**config.mk**
```make
export PLATFORM = sky130hd
export DESIGN_NAME = d2s_store_conv
export DESIGN_NICKNAME = d
export VERILOG_FILES = /design/src/rtl/d2s_pkg.sv /design/src/rtl/d2s_classify.sv /design/src/rtl/d2s_denorm.sv /design/src/rtl/d2s_pack.sv /design/src/rtl/d2s_store_conv.sv
export SDC_FILE = /design/constraint.sdc
export NUM_CORES = 1
export LEC_CHECK = 0
export BUFFER_PORTS_ARGS = -buffer_cell sky130_fd_sc_hd__buf_2
export CORE_MARGIN = 2
export CORE_UTILIZATION = 30
export CTS_BUF_LIST = sky130_fd_sc_hd__clkbuf_4
export DETAILED_ROUTE_END_ITERATION = 10
export SYNTH_ARGS = -nofsm -noshare
export SYNTH_HDL_FRONTEND = slang
export SYNTH_SLANG_ARGS = --single-unit
```
**constraint.sdc**
```tcl
create_clock -name clk -period 5.9 [get_ports clk]
set_input_delay 0.59 -clock clk [delete_from_list [all_inputs] [get_ports clk]]
set_output_delay 0.59 -clock clk [all_outputs]
set_load 0.01 [all_outputs]
```
**src/rtl/d2s_pkg.sv**
```systemverilog
package d2s_pkg;

    localparam int DBL_W      = 64;
    localparam int SGL_W      = 32;
    localparam int EXP_W      = 11;
    localparam int FRAC_W     = 52;
    localparam int SEXP_W     = 8;
    localparam int MANT_W     = SGL_W - 1 - SEXP_W;
    localparam int DBL_BIAS   = 1023;
    localparam int SGL_EMIN   = -126;
    localparam int MAX_SHIFT  = 23;
    localparam int SHIFT_W    = $clog2(MAX_SHIFT + 1);

    // Biased-exponent region edges
    localparam int DIRECT_ABOVE = DBL_BIAS + SGL_EMIN - 1;        // 896
    localparam int DENORM_FROM  = DIRECT_ABOVE - MAX_SHIFT + 1;   // 874
    localparam int SHIFT_REF    = DIRECT_ABOVE + 1;               // 897

    typedef enum logic [1:0] {
        REG_DIRECT = 2'd0,
        REG_DENORM = 2'd1,
        REG_FLUSH  = 2'd2
    } region_e;

endpackage

```
**src/rtl/d2s_classify.sv**
```systemverilog
module d2s_classify
    import d2s_pkg::*;
(
    input  logic [EXP_W-1:0]   exp_i,
    input  logic               mag_zero_i,
    output region_e            region_o,
    output logic [SHIFT_W-1:0] shift_o
);

    logic [EXP_W:0] diff;

    always_comb begin
        diff    = (EXP_W+1)'(SHIFT_REF) - {1'b0, exp_i};
        shift_o = diff[SHIFT_W-1:0];
        if (mag_zero_i || (int'(exp_i) > DIRECT_ABOVE)) begin
            region_o = REG_DIRECT;
        end else if (int'(exp_i) >= DENORM_FROM) begin
            region_o = REG_DENORM;
        end else begin
            region_o = REG_FLUSH;
        end
    end

endmodule

```
**src/rtl/d2s_denorm.sv**
```systemverilog
module d2s_denorm
    import d2s_pkg::*;
(
    input  logic [FRAC_W-1:0]  frac_i,
    input  logic [SHIFT_W-1:0] shift_i,
    output logic [MANT_W-1:0]  mant_o
);

    logic [FRAC_W:0] sig;
    logic [FRAC_W:0] shifted;

    always_comb begin
        sig     = {1'b1, frac_i};
        shifted = sig >> shift_i;
        mant_o  = shifted[FRAC_W-1 -: MANT_W];
    end

endmodule

```
**src/rtl/d2s_pack.sv**
```systemverilog
module d2s_pack
    import d2s_pkg::*;
(
    input  region_e           region_i,
    input  logic [DBL_W-1:0]  dword_i,
    input  logic [MANT_W-1:0] mant_i,
    output logic [SGL_W-1:0]  word_o
);

    always_comb begin
        unique case (region_i)
            REG_DIRECT: word_o = {dword_i[DBL_W-1 -: 2],
                                  dword_i[DBL_W-6 -: SGL_W-2]};
            REG_DENORM: word_o = {dword_i[DBL_W-1], {SEXP_W{1'b0}}, mant_i};
            REG_FLUSH:  word_o = '0;
            default:    word_o = '0;
        endcase
    end

endmodule

```
**src/rtl/d2s_store_conv.sv**
```systemverilog
module d2s_store_conv
    import d2s_pkg::*;
(
    input  logic             clk,
    input  logic             rst_n,
    input  logic             in_valid,
    input  logic [63:0]      in_dword,
    output logic             out_valid,
    output logic [31:0]      out_word
);

    logic [EXP_W-1:0]   exp_f;
    logic               mag_zero;
    region_e            region;
    logic [SHIFT_W-1:0] shift_amt;
    logic [MANT_W-1:0]  mant;
    logic [SGL_W-1:0]   word_next;

    assign exp_f    = in_dword[DBL_W-2 -: EXP_W];
    assign mag_zero = (in_dword[DBL_W-2:0] == '0);

    d2s_classify u_classify (
        .exp_i      (exp_f),
        .mag_zero_i (mag_zero),
        .region_o   (region),
        .shift_o    (shift_amt)
    );

    d2s_denorm u_denorm (
        .frac_i  (in_dword[FRAC_W-1:0]),
        .shift_i (shift_amt),
        .mant_o  (mant)
    );

    d2s_pack u_pack (
        .region_i (region),
        .dword_i  (in_dword),
        .mant_i   (mant),
        .word_o   (word_next)
    );

    always_ff @(posedge clk) begin
        if (!rst_n) begin
            out_valid <= 1'b0;
            out_word  <= '0;
        end else begin
            out_valid <= in_valid;
            if (in_valid) begin
                out_word <= word_next;
            end
        end
    end

    // Assertions
    assert_valid_follows_R2: assert property (@(posedge clk) disable iff (!rst_n)
        in_valid |=> out_valid);

    assert_idle_follows_R2: assert property (@(posedge clk) disable iff (!rst_n)
        !in_valid |=> !out_valid);

    assert_hold_when_idle_R8: assert property (@(posedge clk) disable iff (!rst_n)
        !in_valid |=> $stable(out_word));

    assert_denorm_exp_zero_R5: assert property (@(posedge clk) disable iff (!rst_n)
        (in_valid && int'(in_dword[62:52]) >= DENORM_FROM
                  && int'(in_dword[62:52]) <= DIRECT_ABOVE)
        |=> (out_word[30:23] == 8'h00) && (out_word[31] == $past(in_dword[63])));

    assert_flush_zero_R6: assert property (@(posedge clk) disable iff (!rst_n)
        (in_valid && int'(in_dword[62:52]) < DENORM_FROM && in_dword[62:0] != '0)
        |=> (out_word == '0));

    assert_direct_sign_R3: assert property (@(posedge clk) disable iff (!rst_n)
        (in_valid && int'(in_dword[62:52]) > DIRECT_ABOVE)
        |=> (out_word[31] == $past(in_dword[63])));

    assert_special_exp_ones_R7: assert property (@(posedge clk) disable iff (!rst_n)
        (in_valid && in_dword[62:52] == 11'h7FF) |=> (out_word[30:23] == 8'hFF));

endmodule

```
# After elaboration in Yosys (flattened, before gate mapping)
# Index checks and enable logic that the tools add are counted.
[classes]
addsub = 1
magnitude_cmp = 2
n_eq_ne = 1
shifts = 1
n_mux = 3
n_reduce_logical = 3
[ops]
columns = ["cell", "count"]
rows = [
  ["32-bit one-hot mux with 2 select lines", 1],
  ["63-bit zero test", 1],
  ["53-bit by 5-bit >> shifter with 52-bit output", 1],
  ["11-bit by 10-bit >= comparator with 1-bit output, second input constant", 1],
  ["11-bit by 10-bit greater-than comparator with 1-bit output, second input constant", 1],
  ["1-bit by 5-bit subtractor with 5-bit output, first input constant", 1],
  ["2-bit 2-to-1 mux", 2],
  ["2-bit by 1-bit equality test with 1-bit output, second input constant", 1],
  ["2-bit zero test", 1],
  ["1-bit logical OR", 1],
]
[word_totals]
regBits = 33
output_inout_bits = 33
elab_cells = 13

# Logic depth before layout (Yosys ltp)
[depth]
word_depth = 5
mapped_depth = 12
ltp_nobuf = 8

# Hierarchy
# Synthesis repeated with hierarchy kept, for this count alone.
[unflattened]
hier_cells = 359
hier_area_um2 = 3171.8
[by_module_without_submodules]
columns = ["module", "instances", "cells_each", "area_each_um2", "seq_area_each_um2"]
rows = [
  ["d2s_store_conv", 1, 126, 1368.8, 660.6],
  ["d2s_denorm", 1, 147, 1183.6, 0.0],
  ["d2s_pack", 1, 62, 445.4, 0.0],
  ["d2s_classify", 1, 24, 173.9, 0.0],
]

# Worst setup path after synthesis
# OpenSTA, ideal clock, no wires.
[synth_path]
path_type = "input -> register"
startpoint = "in in_dword[53]"
endpoint = "reg out_word[0]"
setup_time_ps = 134
arrival_time_ps = 3232
slack_ps = 2534
cell_stages = 12
cell_sequence = "clkbuf_1 > clkbuf_1 > inv_2 > ha_1 > buf_1 > buf_2 > mux2i_1 > mux2i_1 > mux2i_1 > o22ai_1 > o21ai_0 > a31oi_1"
[synth_via]
elab_chain_len = 5
word_cells_on_any_way = 11
cone_classes = "add/sub: 1; order compare: 2; eq/ne: 1; shift: 1; mux: 3; reduce/logical: 3"
[synth_rtl]
columns = ["element", "line_no", "text"]
rows = [
  ["from (decl)", "d2s_store_conv.sv:7", "input logic [63:0] in_dword,"],
  ["11-bit by 10-bit >= comparator with 1-bit output, or another cell as far along", "d2s_classify.sv:17", "end else if (int'(exp_i) >= DENORM_FROM) begin"],
  ["2-bit 2-to-1 mux or 1-bit logical OR (tied branches)", "d2s_classify.sv:17, d2s_classify.sv:15", ""],
  ["2-bit 2-to-1 mux", "d2s_classify.sv:15", "if (mag_zero_i || (int'(exp_i) > DIRECT_ABOVE)) begin"],
  ["2-bit by 1-bit equality test with 1-bit output or 2-bit zero test (tied branches)", "d2s_pack.sv:11", "unique case (region_i)"],
  ["32-bit one-hot mux with 2 select lines (*)", "d2s_pack.sv:11", ""],
  ["to (signal assigned)", "d2s_store_conv.sv:49", "out_word <= word_next;"],
  ["to (decl)", "d2s_store_conv.sv:9", "output logic [31:0] out_word"],
]
# Mark *: on every way between the ends. The rest lies on a longest branch, timed or not.
# A chain may end at the register's enable or synchronous reset.

# Worst setup path in the final report
[layout_path]
startpoint = "in in_dword[53]"
endpoint = "reg out_word[10]"
# The elaborated chain is that of the path after synthesis.

==> impl_metrics.env <==
export IMPL_status="complete, no violations"
export IMPL_startpoint_type="primary input"
export IMPL_grt_usage=0.195
export IMPL_worstPathArrival_ns=3.61
export IMPL_yosysSeqAreaShare=0.242
export IMPL_ys_async_sr_fraction=0
export IMPL_maxSlewHeadroom=0.215
export IMPL_finalInstanceArea_sq_um=3270
export IMPL_path_class="primary input to flip-flop"
export IMPL_synthesis_area_sq_um=2730
export IMPL_die_h_microns=99.4
export IMPL_vias_per_cell=5.72
export IMPL_overflow=0
export IMPL_syn_inst=342
export IMPL_postCtsSetupBuffers=0
export IMPL_slowest_delay_ns=1.12
export IMPL_r2r_slack_ns=4.90
export IMPL_routedWlPerCell_microns=18.6
export IMPL_worst_clock_skew_ns=0
export IMPL_place_area_sq_um=3230
export IMPL_die_area_sq_um=9890
export IMPL_report_final_slew_viol_count=0
export IMPL_fin_tns_setup_ns=0
export IMPL_cp_num_buf_inv=2
export IMPL_drtAntennaViolNets=0
export IMPL_grt_max_degree=65
export IMPL_drv_cap=0
export IMPL_cts_buffer_depth=2
export IMPL_grt_pass1_vias=2861
export IMPL_area_delta_synth_final_pct=19.8
export IMPL_ys_top_cells_by_area="dfxtp_1 (24%), mux2_2 (7.4%), mux2i_1 (7.0%), o21ai_0 (4.6%), a22oi_1 (3.8%)"
export IMPL_gp_congestion=0.942
export IMPL_powerDensity_nw_per_um2=180
export IMPL_p_leak_uw=0.00139
export IMPL_path_cells="buf_2, inv_2, ha_1, mux2i_1, a22o_1, or3b_2, o21ai_0, a22o_1"
export IMPL_cts_hold_buf=0
export IMPL_crit_path_frequent_cell="a22o_1"
export IMPL_clk_pin_slew_ns=0.11
export IMPL_portBuffers=99
export IMPL_rr_startpoint="out_word[11]$_SDFFE_PN0P_"
export IMPL_drc=0
export IMPL_final_cell_mix="buf_2 (99), dfxtp_1 (33), o21ai_0 (25), nand2_1 (19), mux2i_1 (19)"
export IMPL_h_tree_depth=2
export IMPL_worst_slack_ns=2.59
export IMPL_nets=490
export IMPL_yosys_area_top_type_share=0.242
export IMPL_synth_enable_flop_cells=0
export IMPL_cp_top_family="adder cells"
export IMPL_worstMarginPinSlew_ns=1.18
export IMPL_rsz0062_at_grt="false"
export IMPL_via_count=3021
export IMPL_post_dp_hpwl_mm=7.43
export IMPL_holdCritStartpoint="out_word[28]$_SDFFE_PN0P_"
export IMPL_fp_coreArea_sq_um=8760
export IMPL_root_buffer="clkbuf_4"
export IMPL_hold_path_endpoint="out_word[28]$_SDFFE_PN0P_"
export IMPL_clk_latency_ns=0.34
export IMPL_yosys_warnings=0
export IMPL_core_rowCount=34
export IMPL_synth_main_ff_cell="dfxtp_1"
export IMPL_grt_pass1_wl_mm=15.3
export IMPL_floorplan_initialDensity=0.312
export IMPL_syn_num_nets=412
export IMPL_drt_iter0_drc=341
export IMPL_hp_class="flip-flop to flip-flop"
export IMPL_cpMaxStageDelayCell="ha_1"
export IMPL_dr_pass1_iters=4
export IMPL_fin_total_pwr_uw=588
export IMPL_clock_fmax_mhz=302
export IMPL_syn_avg_cell_area_sq_um=7.99
export IMPL_endpoint_kind="flip-flop"
export IMPL_die_w_microns=99.4
export IMPL_final_common_cell="buf_2"
export IMPL_r2r_end="out_word[11]$_SDFFE_PN0P_"
export IMPL_required_ns=6.20
export IMPL_critPathMaxFanout=30
export IMPL_layout_drive_gt1_share=0.331
export IMPL_timing_final_crit_share=0.561
export IMPL_n_antenna_cell=0
export IMPL_yosys_area_top_type="dfxtp_1"
export IMPL_cts_tree="built"
export IMPL_cts_resized=0
export IMPL_hold_depth=2
export IMPL_rr_worst_depth=3
export IMPL_totalWireLength_mm=9.82
export IMPL_ios=100
export IMPL_place_ws_ns=2.28
export IMPL_setup_violations=0
export IMPL_antenna_found_initial=0
export IMPL_layout_min_cycle_time_ns=3.31
export IMPL_num_fill_cells=943
export IMPL_cts_sinks=33
export IMPL_ir_drop_mv=0.0625
export IMPL_yosys_register_bits=33
export IMPL_finalHoldViolCount=0
export IMPL_cts_buffers=5
export IMPL_yosysUniqueCellTypes=52
==> worst reg2reg max path: stages, from the launching register on <==
cell	delay, ns
dfxtp_1	0.32
nor2b_1	0.12
a31o_2	0.24
a22o_1	0.21
==> cell type report <==
class / count / area, sq um / area share
clock buffers: 6 / 45.0 / 0.0138
clock inverters: 1 / 3.75 / 0.00115
inverters: 5 / 18.8 / 0.00573
multi-input cells: 276 / 1920 / 0.585
flip-flops and latches: 33 / 661 / 0.202
well taps: 108 / 135 / 0.0413
repair buffers: 99 / 495 / 0.151
==> kinds of logic (layout without fill, tap and decap cells) <==
| family | after synthesis | after routing | share of synthesized area |
|---|---|---|---|
| AND/OR/NAND/NOR | 112 | 112 | 0.226 |
| adder cells (fa/ha/maj) | 3 | 3 | 0.0137 |
| flip-flops | 33 | 33 | 0.242 |
| AO/OA/AOI/OAI | 122 | 122 | 0.301 |
| buffers and inverters | 33 | 111 | 0.0572 |
| multiplexers | 39 | 39 | 0.160 |
==> cells in the mapped netlist (all sizes together), types with 10 or more instances <==
cell type,count
a21oi,15
nand2,19
nor4,15
nand2b,16
a31oi,10
dfxtp,33
mux2,18
nor2,15
a22oi,14
nor2b,14
clkbuf,20
o22ai,15
o21ai,26
mux2i,19
==> per-layer routing <==
layer	wire, microns	part of all wire	GRT usage	up-vias
li1	-	-	-	1464
met1	4620	0.47	0.275	1403
met2	4250	0.43	0.294	126
met3	502	0.051	0.0190	28
met4	449	0.046	0.102	0
met5	0	0	0	-
==> sequential cells by signal (all words and copies together) (netlist names) <==
name and count:
out_valid 1, out_word 32
==> power by group <==
group	internal, uW	leakage (uW)	total, uW	switching, uW
sequential	235	0.000272	242	6.40
combinational	92.7	0.00109	225	132
clock	47.8	0.0000292	122	74.2
total	376	0.00139	588	213
==> through the flow <==
stage,util,hold WS (ns),cells
floorplan,-,0.498,342
finish,0.374,0.482,528
CTS,0.374,0.487,528
global placement,0.368,0.466,521
global route,0.374,0.514,528
detailed placement,0.368,0.471,521
==> how the worst max path moves through the flow <==
stage | startpoint | endpoint | slack, ns | cells after the start
finish | in_dword[53] | out_word[10]$_SDFFE_PN0P_ | 2.59 | 8
global route | in_dword[53] | out_word[1]$_SDFFE_PN0P_ | 2.36 | 9
CTS | in_dword[53] | out_word[1]$_SDFFE_PN0P_ | 2.65 | 9
detailed placement | in_dword[53] | out_word[1]$_SDFFE_PN0P_ | 2.28 | 9
global placement | in_dword[53] | out_word[1]$_SDFFE_PN0P_ | 2.30 | 9
floorplan | in_dword[53] | out_word[0]$_SDFFE_PN0P_ | 2.53 | 12
Power figures use the tool's default switching activity.
